<file path="src/rtl/amix_pkg.sv">
package amix_pkg;

    localparam int unsigned NUM_MIX = 3;

    typedef enum logic [1:0] {
        MIX_RD_HEAVY = 2'd0,
        MIX_BALANCED = 2'd1,
        MIX_WR_HEAVY = 2'd2
    } mix_e;

    typedef struct packed {
        logic [31:0] rd;
        logic [31:0] wr;
    } tally_t;

    // Threshold 1.5 done as 2*a >= 3*b, with no divider
    function automatic mix_e classify_mix(input tally_t t, input mix_e prev);
        longint unsigned r2, r3, w2, w3;
        r2 = 2 * longint'(t.rd);
        r3 = 3 * longint'(t.rd);
        w2 = 2 * longint'(t.wr);
        w3 = 3 * longint'(t.wr);
        if (t.rd == 32'd0 && t.wr == 32'd0) return prev;
        if (r2 >= w3) return MIX_RD_HEAVY;
        if (w2 >= r3) return MIX_WR_HEAVY;
        return MIX_BALANCED;
    endfunction

endpackage

</file>
<file path="src/rtl/amix_window_timer.sv">
module amix_window_timer #(
    parameter int unsigned WINDOW_LEN = 1024
) (
    input  logic clk,
    input  logic rst,
    output logic win_last
);
    localparam int unsigned TW = (WINDOW_LEN > 2) ? $clog2(WINDOW_LEN) : 1;
    localparam logic [TW-1:0] LAST_IDX = TW'(WINDOW_LEN - 1);

    logic [TW-1:0] tick_q;

    assign win_last = (tick_q == LAST_IDX);

    always_ff @(posedge clk) begin
        if (rst)           tick_q <= '0;
        else if (win_last) tick_q <= '0;
        else               tick_q <= tick_q + 1'b1;
    end

    // the position counter stays inside the window
    p_tick_in_window_r2: assert property (@(posedge clk) disable iff (rst)
        tick_q <= LAST_IDX);

    // the cycle after the last one starts a new window
    p_wrap_r2: assert property (@(posedge clk) disable iff (rst)
        win_last |=> tick_q == '0);

endmodule

</file>
<file path="src/rtl/amix_event_counter.sv">
module amix_event_counter #(
    parameter int unsigned MAX_COUNT = 1024,
    parameter int unsigned CW        = 11
) (
    input  logic          clk,
    input  logic          rst,
    input  logic          inc,
    input  logic          clr,
    output logic [CW-1:0] total
);
    logic [CW-1:0] count_q;

    assign total = count_q + CW'(inc);

    always_ff @(posedge clk) begin
        if (rst || clr) count_q <= '0;
        else            count_q <= total;
    end

    // nothing carries over into the next window
    p_clear_r8: assert property (@(posedge clk) disable iff (rst)
        clr |=> count_q == '0);

    // each strobe adds exactly one
    p_step_r10: assert property (@(posedge clk) disable iff (rst)
        (!clr && inc) |=> count_q == $past(count_q) + 1'b1);

    p_bounded_r8: assert property (@(posedge clk) disable iff (rst)
        count_q <= CW'(MAX_COUNT));

endmodule

</file>
<file path="src/rtl/amix_ratio_select.sv">
module amix_ratio_select
    import amix_pkg::*;
#(
    parameter int unsigned CW = 11
) (
    input  logic          clk,
    input  logic          rst,
    input  logic          eval,
    input  logic [CW-1:0] rd_total,
    input  logic [CW-1:0] wr_total,
    output mix_e          sel
);
    tally_t tally;
    mix_e   sel_q;
    mix_e   sel_next;

    always_comb begin
        tally.rd = 32'(rd_total);
        tally.wr = 32'(wr_total);
        sel_next = classify_mix(tally, sel_q);
    end

    always_ff @(posedge clk) begin
        if (rst)       sel_q <= MIX_BALANCED;
        else if (eval) sel_q <= sel_next;
    end

    assign sel = sel_q;

    // no switching inside a window
    p_hold_mid_window_r7: assert property (@(posedge clk) disable iff (rst)
        !eval |=> $stable(sel_q));

    // an empty window keeps the choice
    p_empty_keeps_r6: assert property (@(posedge clk) disable iff (rst)
        (eval && rd_total == '0 && wr_total == '0) |=> $stable(sel_q));

    // only three legal codes
    p_legal_code_r1: assert property (@(posedge clk)
        sel_q != 2'd3);

endmodule

</file>
<file path="src/rtl/amix_grant_mux.sv">
module amix_grant_mux
    import amix_pkg::*;
#(
    parameter int unsigned GRANT_W = 8
) (
    input  logic [NUM_MIX*GRANT_W-1:0] cand_grant,
    input  mix_e                       sel,
    output logic [GRANT_W-1:0]         grant_out
);
    logic [GRANT_W-1:0] slices [NUM_MIX];

    genvar gi;
    generate
        for (gi = 0; gi < NUM_MIX; gi++) begin : g_slice
            assign slices[gi] = cand_grant[gi*GRANT_W +: GRANT_W];
        end
    endgenerate

    always_comb begin
        grant_out = slices[MIX_BALANCED];
        for (int i = 0; i < NUM_MIX; i++) begin
            if (sel == mix_e'(i)) grant_out = slices[i];
        end
    end

endmodule

</file>
<file path="src/rtl/amix_arbiter_select.sv">
module amix_arbiter_select
    import amix_pkg::*;
#(
    parameter int unsigned WINDOW_LEN = 1024,
    parameter int unsigned GRANT_W    = 8
) (
    input  logic                       clk,
    input  logic                       rst,
    input  logic                       rd_arrive,
    input  logic                       wr_arrive,
    input  logic [NUM_MIX*GRANT_W-1:0] cand_grant,
    output logic [1:0]                 arb_sel,
    output logic [GRANT_W-1:0]         grant_out
);
    localparam int unsigned CW = $clog2(WINDOW_LEN + 1);

    logic          win_last;
    logic [CW-1:0] rd_total;
    logic [CW-1:0] wr_total;
    mix_e          sel;

    amix_window_timer #(.WINDOW_LEN(WINDOW_LEN)) u_timer (
        .clk(clk), .rst(rst), .win_last(win_last)
    );

    amix_event_counter #(.MAX_COUNT(WINDOW_LEN), .CW(CW)) u_rd_cnt (
        .clk(clk), .rst(rst), .inc(rd_arrive), .clr(win_last), .total(rd_total)
    );

    amix_event_counter #(.MAX_COUNT(WINDOW_LEN), .CW(CW)) u_wr_cnt (
        .clk(clk), .rst(rst), .inc(wr_arrive), .clr(win_last), .total(wr_total)
    );

    amix_ratio_select #(.CW(CW)) u_select (
        .clk(clk), .rst(rst), .eval(win_last),
        .rd_total(rd_total), .wr_total(wr_total), .sel(sel)
    );

    amix_grant_mux #(.GRANT_W(GRANT_W)) u_mux (
        .cand_grant(cand_grant), .sel(sel), .grant_out(grant_out)
    );

    assign arb_sel = sel;

    // reset lands on the balanced arbiter
    p_reset_balanced_r1: assert property (@(posedge clk)
        rst |=> arb_sel == 2'd1);

    // output grant follows the selected slice
    always_comb begin
        if (!rst && arb_sel != 2'd3)
            a_grant_slice_r9: assert (grant_out == cand_grant[arb_sel*GRANT_W +: GRANT_W]);
    end

endmodule

</file>
<file path="config.mk">
export PLATFORM = sky130hd
export DESIGN_NAME = amix_arbiter_select
export DESIGN_NICKNAME = d
export VERILOG_FILES = /design/src/rtl/amix_pkg.sv /design/src/rtl/amix_window_timer.sv /design/src/rtl/amix_event_counter.sv /design/src/rtl/amix_ratio_select.sv /design/src/rtl/amix_grant_mux.sv /design/src/rtl/amix_arbiter_select.sv
export SDC_FILE = /design/constraint.sdc
export NUM_CORES = 1
export LEC_CHECK = 0
export ABC_AREA = 1
export BUFFER_PORTS_ARGS = -buffer_cell sky130_fd_sc_hd__buf_2
export CORE_ASPECT_RATIO = 0.6
export CORE_UTILIZATION = 60
export CTS_CLUSTER_DIAMETER = 40
export CTS_CLUSTER_SIZE = 20
export DETAILED_ROUTE_END_ITERATION = 10
export PLACE_DENSITY = 0.83
export SYNTH_ARGS = -nofsm -noshare
export SYNTH_HDL_FRONTEND = slang
export SYNTH_SLANG_ARGS = --single-unit
</file>
<file path="constraint.sdc">
create_clock -name clk -period 4.75 [get_ports clk]
set_clock_uncertainty 0.1 [all_clocks]
set_input_delay 0.475 -clock clk [delete_from_list [all_inputs] [get_ports clk]]
set_output_delay 0.475 -clock clk [all_outputs]
set_load 0.05 [all_outputs]
</file>
## Word level (Yosys, flattened, before mapping)

Cells that the tools add are included.
Widths: inputs -> output; s select.

| operators by class | value |
|---|---|
| multiplexer cells | 15 |
| reductions and logical operators | 6 |
| equal/unequal tests | 3 |
| multiply operators | 2 |
| add/subtract/negate cells | 3 |
| $lt $le $gt $ge | 2 |

Operators by type and width:

| kind | count |
|---|---|
| $ge 12x64->1 | 2 |
| $mul 2x11->13 const A | 2 |
| $mux 8 | 3 |
| $add 11x1->11 | 2 |
| $logic_not 11->1 | 2 |
| $mux 2 | 6 |
| $add 10x1->10 const B | 1 |
| $eq 10x10->1 const B | 1 |
| $mux 1 | 6 |
| $eq 2x1->1 const B | 1 |
| $eq 2x2->1 const B | 1 |
| $logic_not 2->1 | 1 |
| $reduce_or 2->1 | 1 |
| $logic_and 1x1->1 | 1 |
| $logic_or 1x1->1 | 1 |

| storage, ports and cells | value |
|---|---|
| register bits after elaboration | 34 |
| logic and storage cells | 35 |
| output and inout port bits | 10 |
| bits of input ports | 28 |

## Depth between registers and ports, before layout

Gate-level depths: netlist (run 1).

| depth | value |
|---|---|
| depth after elaboration | 10 |
| mapped depth | 29 |
| gate-level depth less buffers | 29 |

## By module

From an unflattened synthesis (run 1), not the netlist that was laid out.

| unflattened totals | value |
|---|---|
| cells, all modules | 540 |
| area, all modules | 3573.4 µm² |

Modules (own cells, without submodules):

| module | cells an instance | sequential area each (µm²) | times used | area each (µm²) |
|---|---|---|---|---|
| amix_ratio_select | 284 | 40.0 | 1 | 1833.0 |
| amix_event_counter | 81 | 220.2 | 2 | 550.5 |
| amix_window_timer | 58 | 200.2 | 1 | 461.7 |
| amix_grant_mux | 36 | 0.0 | 1 | 177.7 |

## Least setup slack after synthesis (run 1)

No wires, ideal clock.

| timing | value |
|---|---|
| path kind | input -> register |
| from | input port wr_arrive |
| to | register u_select.sel_q[1] (netlist: u_select.sel[1]) |
| stages | 25 |
| library setup time | 0.066 ns |
| path buffers | 0 |
| data arrival time | 3.561 ns |
| slack | 1.023 ns |
| cells stage by stage | ha_1 -> nand2_2 -> nand2_1 -> inv_1 -> ha_1 -> inv_1 -> fa_1 -> o31ai_1 -> nand4_1 -> nand2_1 -> a21oi_1 -> o21bai_1 -> xnor2_1 -> ha_1 -> a21oi_1 -> inv_1 -> nor2_1 -> nand2_1 -> nand2_1 -> nand2_1 -> nand2_1 -> nand2_1 -> nand2_2 -> nand3_2 -> a21oi_2 |

| on the way | value |
|---|---|
| word-level cells in the longest chain between the ends | 8 |
| elaborated cells between the ends (all ways) | 17 |

RTL lines:

| item | RTL line | text |
|---|---|---|
| start: declaration | amix_arbiter_select.sv:10 | `input logic wr_arrive,` |
| $add 11x1->11 (*) | amix_event_counter.sv:13 | `assign total = count_q + CW'(inc);` |
| net u_select.wr_total[1] | amix_ratio_select.sv:10 | `input logic [CW-1:0] wr_total,` |
| $mul 2x11->13 or $ge 12x64->1 (tied branches) | amix_pkg.sv:22, amix_pkg.sv:25 |  |
| $ge 12x64->1 or $mux 1 (tied branches) | amix_pkg.sv:24, amix_pkg.sv:25 |  |
| $mux 2 or $mux 1 (tied branches) | amix_pkg.sv:24, amix_pkg.sv:25 |  |
| $mux 2 or $mux 1 (tied branches) | amix_pkg.sv:25, amix_pkg.sv:24 |  |
| $mux 2 | amix_pkg.sv:26 | `return MIX_BALANCED;` |
| $mux 2 | amix_pkg.sv:25 | `if (w2 >= r3) return MIX_WR_HEAVY;` |
| $mux 2 (*) | amix_pkg.sv:24 | `if (r2 >= w3) return MIX_RD_HEAVY;` |
| end signal: assignment | amix_ratio_select.sv:25 | `else if (eval) sel_q <= sel_next;` |
| end: declaration | amix_ratio_select.sv:14 | `mix_e sel_q;` |

The timed path passes the listed nets; every way through them passes the cells marked *. The select of a mux whose other input is x is not followed.
A chain may end at the register's enable or synchronous reset.

## Worst setup path after layout (run 1)

| timing | value |
|---|---|
| from | register u_wr_cnt.count_q[0] |
| to | register u_select.sel_q[1] (netlist: u_select.sel[1]) |

| on the way | value |
|---|---|
| word-level cells in the longest chain between the ends | 8 |
| elaborated cells between the ends (all ways) | 17 |

RTL lines:

| item | RTL line | text |
|---|---|---|
| start: declaration | amix_event_counter.sv:11 | `logic [CW-1:0] count_q;` |
| start signal: assignment | amix_event_counter.sv:17 | `else count_q <= total;` |
| $add 11x1->11 (*) | amix_event_counter.sv:13 |  |
| net u_select.wr_total[1] | amix_ratio_select.sv:10 |  |
| $mul 2x11->13 or $ge 12x64->1 (tied branches) | amix_pkg.sv:22, amix_pkg.sv:25 |  |
| $ge 12x64->1 or $mux 1 (tied branches) | amix_pkg.sv:24, amix_pkg.sv:25 |  |
| $mux 2 or $mux 1 (tied branches) | amix_pkg.sv:24, amix_pkg.sv:25 |  |
| $mux 2 or $mux 1 (tied branches) | amix_pkg.sv:25, amix_pkg.sv:24 |  |
| $mux 2 | amix_pkg.sv:26 |  |
| $mux 2 | amix_pkg.sv:25 |  |
| $mux 2 (*) | amix_pkg.sv:24 |  |

Marked as above.

==> metrics.md, run 1 <==
| Metric | Value |
|---|---|
| Status | finished clean |
| Hold-fix buffers, CTS | 0 |
| Antenna Nets Post-Route | 0 |
| Clk Latency, worst-skew pair | 290 ps |
| CTS resizes | 0 |
| N_diodes | 0 |
| Cell Area, Synth | 0.00346 mm2 |
| Max_cap viols | 0 |
| Final hold vios | 0 |
| Vias | 3183 |
| Tcrit/Tclk final | between 80% and 90% |
| First-pass GRT wire length | 12.7 mm |
| Sinks on Clock Net | 34 |
| Total gr overflow | 0 |
| Antenna violations before repair | 0 |
| Multi-input combinational cell area | around 0.0024 mm2 |
| Buffer count from post-CTS setup fixing | 0 |
| Ports | 38 |
| Row count | 20 |
| R2R Setup Slk | 770 ps |
| Total GRT Usage | 27.1% |
| Sequential standard cell area | 681 um2 |
| Register bit total from synthesis | 34 |
| Worst min-delay path class | input pin to flip-flop |
| Routability cong. | about 0.85 |
| DR WL/cell | 12.5 um |
| Hold path endpoint | u_select.sel[1] |
| Post-route cell area | 0.00384 mm2 |
| TritonCTS Buffers | 5 |
| Clock buffer depth | 2 |
| Max VDD drop | 0.122 mV |
| Required time of the critical path | 4880 ps |
| Final #Nets | 633 |
| Core footprint | ~0.0053 mm2 |
| Area of placed instances | ~0.0037 mm2 |
| Final setup viols | 0 |
| Worst R2R Path Depth | 26 |
| Commonest cells after routing, fill and taps aside | nand2_1 (130), inv_1 (82), ha_1 (54) |
| Clock root cell | clkbuf_8 |
| Placed wire-length estimate | 6.34 mm |
| Mapped Cells | 509 |
| Fmax achieved | 251 MHz |
| Worst Path Arrival | around 4100 ps |
| Clock-pin slew on the worst setup and hold paths | 80 ps |
| Number of buffers added on ports | 37 |
| Cells after DPL | 619 |
| YS warnings | 0 |
| Hold_sp | rst |
| Min Clock Period, post-route | between 3000 and 4000 ps |
| Initial Util | between 60% and 70% |
| R2r endpoint | u_select.sel[1] |
| Min-Delay Path Depth | 2 |
| Largest net degree at the start of global routing | 31 |
| First drt pass iteration count | 4 |
| Fin. max-slew vios | 0 |
| Area grow syn2layout | 11.0% |
| Crit path kind | flip-flop to flip-flop |
| Post-Layout Cell Count | around 630 |
| Syn_nets | between 500 and 600 |
| Leakage power | 2.03 nW |
| Die area | 0.00609 mm2 |
| Reg-to-Reg Start | u_wr_cnt.count_q[0] |
| Register area share after synthesis | about a fifth |
| Commonest non-fill, non-tap cell in the layout | nand2_1 |
| Worst setup EP type | flip-flop |
| Worst-Margin Slew | 1060 ps |
| DRC viols | 0 |
| Peak fanout along the critical path | 4 |
| Die height | just over 60 um |
| Relative max-transition margin | ~29% |
| TNS Setup | 0 ps |
| Share of cells above drive strength 1 | 16.7% |
| Total power divided by cell area | 187 mW/mm2 |
| Unique masters post-synth | 38 |
| Die width | 100 um |
| Final WL | 7.82 mm |
| Syn avg cell area | 6.80 um2 |
| Worst hold margin | 276 ps |
| DR iter-0 viols | 127 |
| TritonCTS clock tree | built |
| Vias in the first global route | between 2000 and 3000 |
| RSZ-0062 raised after global routing | no |
| CP startpoint kind | flip-flop |
| Fillcell total | 450 |
| H-tree level count | 2 |
| Final Core Density | between 70% and 80% |
| Vias per inst | 5.08 |
==> kinds of logic (layout without fill, tap and decap cells) <==
logic type,count (synthesis),in the layout,synth area share (%)
flip-flops,34,34,19.7
buffers and inverters,94,135,10.3
AO/OA/AOI/OAI,46,46,8.03
AND/OR/NAND/NOR,256,256,35.5
adder cells (fa/ha/maj),56,56,20.7
XOR/XNOR,23,23,5.82
==> state kept, by name, summed over array words and instances (netlist names) <==
register and flops:
u_wr_cnt.count_q 11, u_select.sel 2, u_rd_cnt.count_q 11, u_timer.tick_q 10
==> where the power goes <==
group          leakage [nW]  switching (mW)  internal [mW]
clock                0.0504           0.119          0.156
sequential            0.275         0.00419          0.290
combinational          1.70          0.0924         0.0564
total                  2.03           0.216          0.503
==> worst max-delay path: stages, from the launching register on <==
cell and delay, ps:
dfxtp_1 350, ha_1 230, inv_1 50, nand2_1 90
nand2_1 140, inv_1 140, ha_1 190, inv_1 60
fa_1 400, o31ai_1 380, nand4_1 150, nand2_1 110
a21oi_1 70, o21bai_1 210, xnor2_1 150, ha_1 260
a21oi_1 190, inv_1 60, nor2_1 100, nand2_1 50
nand2_1 50, nand2_1 50, nand2_1 50, nand2_1 50
nand2_2 70, nand3_2 70, a21oi_2 100
==> per-layer routing <==
metal | vias up | GRT usage [%] | wire, um
met3 | 9 | 5.88 | 391
li1 | 1699 | - | -
met4 | 0 | 5.18 | 45
met2 | 44 | 42.8 | 3290
met5 | - | 0 | 0
met1 | 1431 | 38.7 | 4090
==> worst max path at each step <==
| stage | cells after the start | end | from | slack, ps |
|---|---|---|---|---|
| after floorplan | 25 | u_select.sel[1] | wr_arrive | 1020 |
| after global placement | 26 | u_select.sel[1] | rd_arrive | 720 |
| after detailed placement | 26 | u_select.sel[1] | wr_arrive | 550 |
| after CTS | 26 | u_select.sel[1] | u_wr_cnt.count_q[0] | 810 |
| after global routing | 23 | u_select.sel[1] | u_rd_cnt.count_q[0] | 410 |
| final | 26 | u_select.sel[1] | u_wr_cnt.count_q[0] | 770 |
==> cell usage after synthesis <==
| master | instances | area [um2] |
|---|---|---|
| nand3_1 | 19 | 95.1 |
| clkbuf_1 | 4 | 15.0 |
| nand3_4 | 1 | 17.5 |
| nand3b_2 | 1 | 11.3 |
| nand2_2 | 16 | 100 |
| a21oi_2 | 1 | 8.76 |
| xor2_1 | 16 | 140 |
| nor3b_1 | 3 | 22.5 |
| o21ai_0 | 4 | 20.0 |
| a211oi_1 | 1 | 7.51 |
| o21ai_4 | 1 | 16.3 |
| o211ai_1 | 1 | 7.51 |
| or2_2 | 2 | 12.5 |
| xnor2_1 | 7 | 61.3 |
| nor3_1 | 3 | 15.0 |
| inv_4 | 1 | 6.26 |
| o21bai_1 | 2 | 15.0 |
| dfxtp_1 | 34 | 681 |
| inv_2 | 7 | 26.3 |
| nand3b_1 | 3 | 22.5 |
| nand2_1 | 130 | 488 |
| nand4_1 | 15 | 93.8 |
| o21ai_2 | 1 | 8.76 |
| a21boi_0 | 1 | 7.51 |
| nor2_8 | 1 | 20.0 |
| o31ai_1 | 1 | 7.51 |
| inv_1 | 82 | 308 |
| nor2_4 | 5 | 56.3 |
| nor2_1 | 47 | 176 |
| a22oi_1 | 4 | 30.0 |
| nand2_4 | 2 | 22.5 |
| nand3_2 | 7 | 70.1 |
| a21oi_1 | 26 | 130 |
| fa_1 | 2 | 40.0 |
| and2_1 | 1 | 6.26 |
| a21o_2 | 1 | 8.76 |
| ha_1 | 54 | 676 |
| o21ai_1 | 2 | 10.0 |
==> metrics by stage <==
stage	worst slack, ps	power [mW]
6_report	766	0.719
5_1_grt	414	0.757
4_1_cts	806	0.723
3_5_place_dp	548	0.449
3_3_place_gp	720	0.444
2_1_floorplan	1020	0.407
==> final cells by class <==
class / instances / area share, %
clock inverter: 3 / 1.17
sequential: 34 / 17.7
multi-input combinational: 381 / 63.1
clock buffer: 5 / 1.79
tap: 77 / 2.51
inverter: 90 / 8.86
timing repair buffer: 37 / 4.82
No activity file was read; power rests on OpenSTA's default activity.
==> run 2, diff against run 1 <==
clock period = 4.07 ns   (was 4.75 ns; I/O delays follow)
==> run 2 against run 1 <==
Compared with the run above: sequential share of layout area down 0.40 points; fmax grew 4.8%; clock-buffer cell count unchanged; die area unchanged; sequential cell count unchanged; combinational power is 19% higher; final area is 2.3% higher; setup slack lost 500 ps; sequential power is 16% higher; global-route usage rose by 0.49 points; total power grew 17%; largest cell class unchanged; largest power group unchanged.
==> metrics.md, run 2 (synthesis results as in run 1) <==
| Metric | Value |
|---|---|
| Final hold vios | 0 (unchanged) |
| Worst-Margin Slew | 1100 ps (+35.3 ps) |
| DR iter-0 viols | 156 (+23%) |
| TNS Setup | 0 ps (unchanged) |
| Worst hold margin | 194 ps (-82.2 ps) |
| Die width | 100 um (unchanged) |
| Worst min-delay path class | input pin to flip-flop |
| Worst Path Arrival | 3940 ps (-180 ps) |
| Max VDD drop | 0.166 mV (+36%) |
| Row count | 20 (unchanged) |
| Final setup viols | 0 (unchanged) |
| Antenna violations before repair | 0 (unchanged) |
| R2R Setup Slk | 270 ps (-500 ps) |
| Ports | 38 (unchanged) |
| Clk Latency, worst-skew pair | 300 ps (about the same) |
| Fmax achieved | 263 MHz (+4.8%) |
| Leakage power | 2.05 nW (+1.3%) |
| Clock buffer depth | 2 (unchanged) |
| Tcrit/Tclk final | 93.4% (+9.5 points) |
| Total gr overflow | 0 (unchanged) |
| Commonest cells after routing, fill and taps aside | nand2_1 (130), inv_1 (81), ha_1 (51) |
| DR WL/cell | 12.6 um (+0.76%) |
| DRC viols | 0 (unchanged) |
| Die area | 0.00609 mm2 (unchanged) |
| Vias per inst | 5.19 (+2.2%) |
| Total GRT Usage | 27.6% (+0.49 points) |
| Core footprint | 0.00531 mm2 (unchanged) |
| Min Clock Period, post-route | 3800 ps (-183 ps) |
| Die height | 60.8 um (unchanged) |
| Slowest stage cell, crit path | fa_1 |
| Final WL | 7.96 mm (+1.9%) |
| Placed wire-length estimate | 6.48 mm (+2.1%) |
| Required time of the critical path | 4210 ps (-670 ps) |
| Peak fanout along the critical path | 4 (unchanged) |
| Final #Nets | 640 (+1.1%) |
| Routability cong. | 0.843 (-1.3%) |
| Commonest non-fill, non-tap cell in the layout | nand2_1 |
| Fin. max-slew vios | 0 (unchanged) |
| Largest net degree at the start of global routing | 31 (unchanged) |
| N_diodes | 0 (unchanged) |
| Share of cells above drive strength 1 | 18.9% (+2.1 points) |
| First drt pass iteration count | 5 (+1) |
| Cell family with most CP delay | adder cells |
| Max_cap viols | 0 (unchanged) |
| Slowest stage delay, CP | 410 ps (about the same) |
| H-tree level count | 2 (unchanged) |
| Number of buffers added on ports | 37 (unchanged) |
| Worst setup EP type | flip-flop |
| TritonCTS Buffers | 5 (unchanged) |
| Relative max-transition margin | 26.6% (-2.4 points) |
| Pre-CTS setup slack | -43.5 ps (-591 ps) |
| Antenna Nets Post-Route | 0 (unchanged) |
| Clock root cell | clkbuf_8 |
| First-pass GRT wire length | 12.9 mm (+1.7%) |
| Status | finished clean |
| Clock-pin slew on the worst setup and hold paths | 80 ps (about the same) |
| Vias in the first global route | 2944 (+3.8%) |
| CP startpoint kind | flip-flop |
| Vias | 3288 (+3.3%) |
| TritonCTS clock tree | built |
| Fillcell total | 428 (-4.9%) |
| Area grow syn2layout | 13.6% |
| Crit path top cell by count | nand2_1 |
| Total power divided by cell area | 214 mW/mm2 (+14%) |
| CP bufs+invs | 4 (unchanged) |
| Min setup slack post-route | 269 ps (-497 ps) |
| Largest regs | u_rd_cnt.count_q x11, u_wr_cnt.count_q x11, u_timer.tick_q x10 |
| Crit path kind | flip-flop to flip-flop |
| Sinks on Clock Net | 34 (unchanged) |
| Initial Util | 65.2% (unchanged) |
## run 2: changes by cell type in the layout (fill, tap and decap cells not counted), sizes merged
cell  before  now
buf       37   44
## run 2: worst register-to-register path, stage by stage (launching register included)
cell	delay, ps
dfxtp_1	340
ha_2	220
inv_1	50
nand2_1	90
nand2_1	80
inv_1	120
ha_1	190
inv_1	60
fa_1	410
o31ai_2	330
nand4_1	140
nand2_1	110
a21oi_1	70
o21bai_1	190
xnor2_1	160
ha_1	280
a21oi_2	160
inv_1	50
nor2_1	100
nand2_1	60
nand2_1	50
nand2_1	50
nand2_1	50
nand2_1	50
nand2_2	70
nand3_2	80
a21oi_2	100
## run 2: metal layers
metal / share of wire [%] / up-vias / global-route usage (%)
met4: 0.79 / 0 / 7.45
met3: 6.5 / 7 / 5.76
met1: 49 / 1485 / 37.7
li1: - / 1712 / -
met5: 0 / - / 0
met2: 44 / 84 / 45.0
## run 2: worst paths after layout
path | start | end | depth (start not counted)
worst min register to register | u_timer.tick_q[0] | u_timer.tick_q[0] | 1
worst max-delay path | u_wr_cnt.count_q[0] | u_select.sel[1] | 26
worst min-delay path | rst | u_select.sel[1] | 2
worst max register to register | u_wr_cnt.count_q[0] | u_select.sel[1] | 26
## run 2: area by class of cell
| type | instances | area [um2] | share of cell area (%) |
|---|---|---|---|
| Clock inverter | 3 | 45.0 | 1.15 |
| Multi-Input combinational cell | 381 | 2460 | 62.6 |
| Inverter | 90 | 340 | 8.66 |
| Sequential cell | 34 | 681 | 17.3 |
| Timing Repair Buffer | 44 | 238 | 6.05 |
| Clock buffer | 5 | 68.8 | 1.75 |
| Tap cell | 77 | 96.3 | 2.45 |
## run 2: power by group
| part | internal, mW | switching [mW] |
|---|---|---|
| Combinational | 0.0694 | 0.108 |
| Sequential | 0.339 | 0.00428 |
| Clock | 0.182 | 0.138 |
## run 2: repair_timing
item | CTS | global route
buffers inserted | 0 | 0
endpoints found under the setup margin | 0 | 2
resized for setup | 0 | 7
hold buffers | 0 | 0
## run 2: through the flow
step	power (mW)	std cells	instance area [um2]	util [%]
2_1_floorplan	0.475	509	3460	-
3_3_place_gp	0.520	626	3780	71.3
3_5_place_dp	0.526	626	3780	71.3
4_1_cts	0.843	634	3890	73.4
5_1_grt	0.886	634	3930	74.1
6_report	0.841	634	3930	74.1
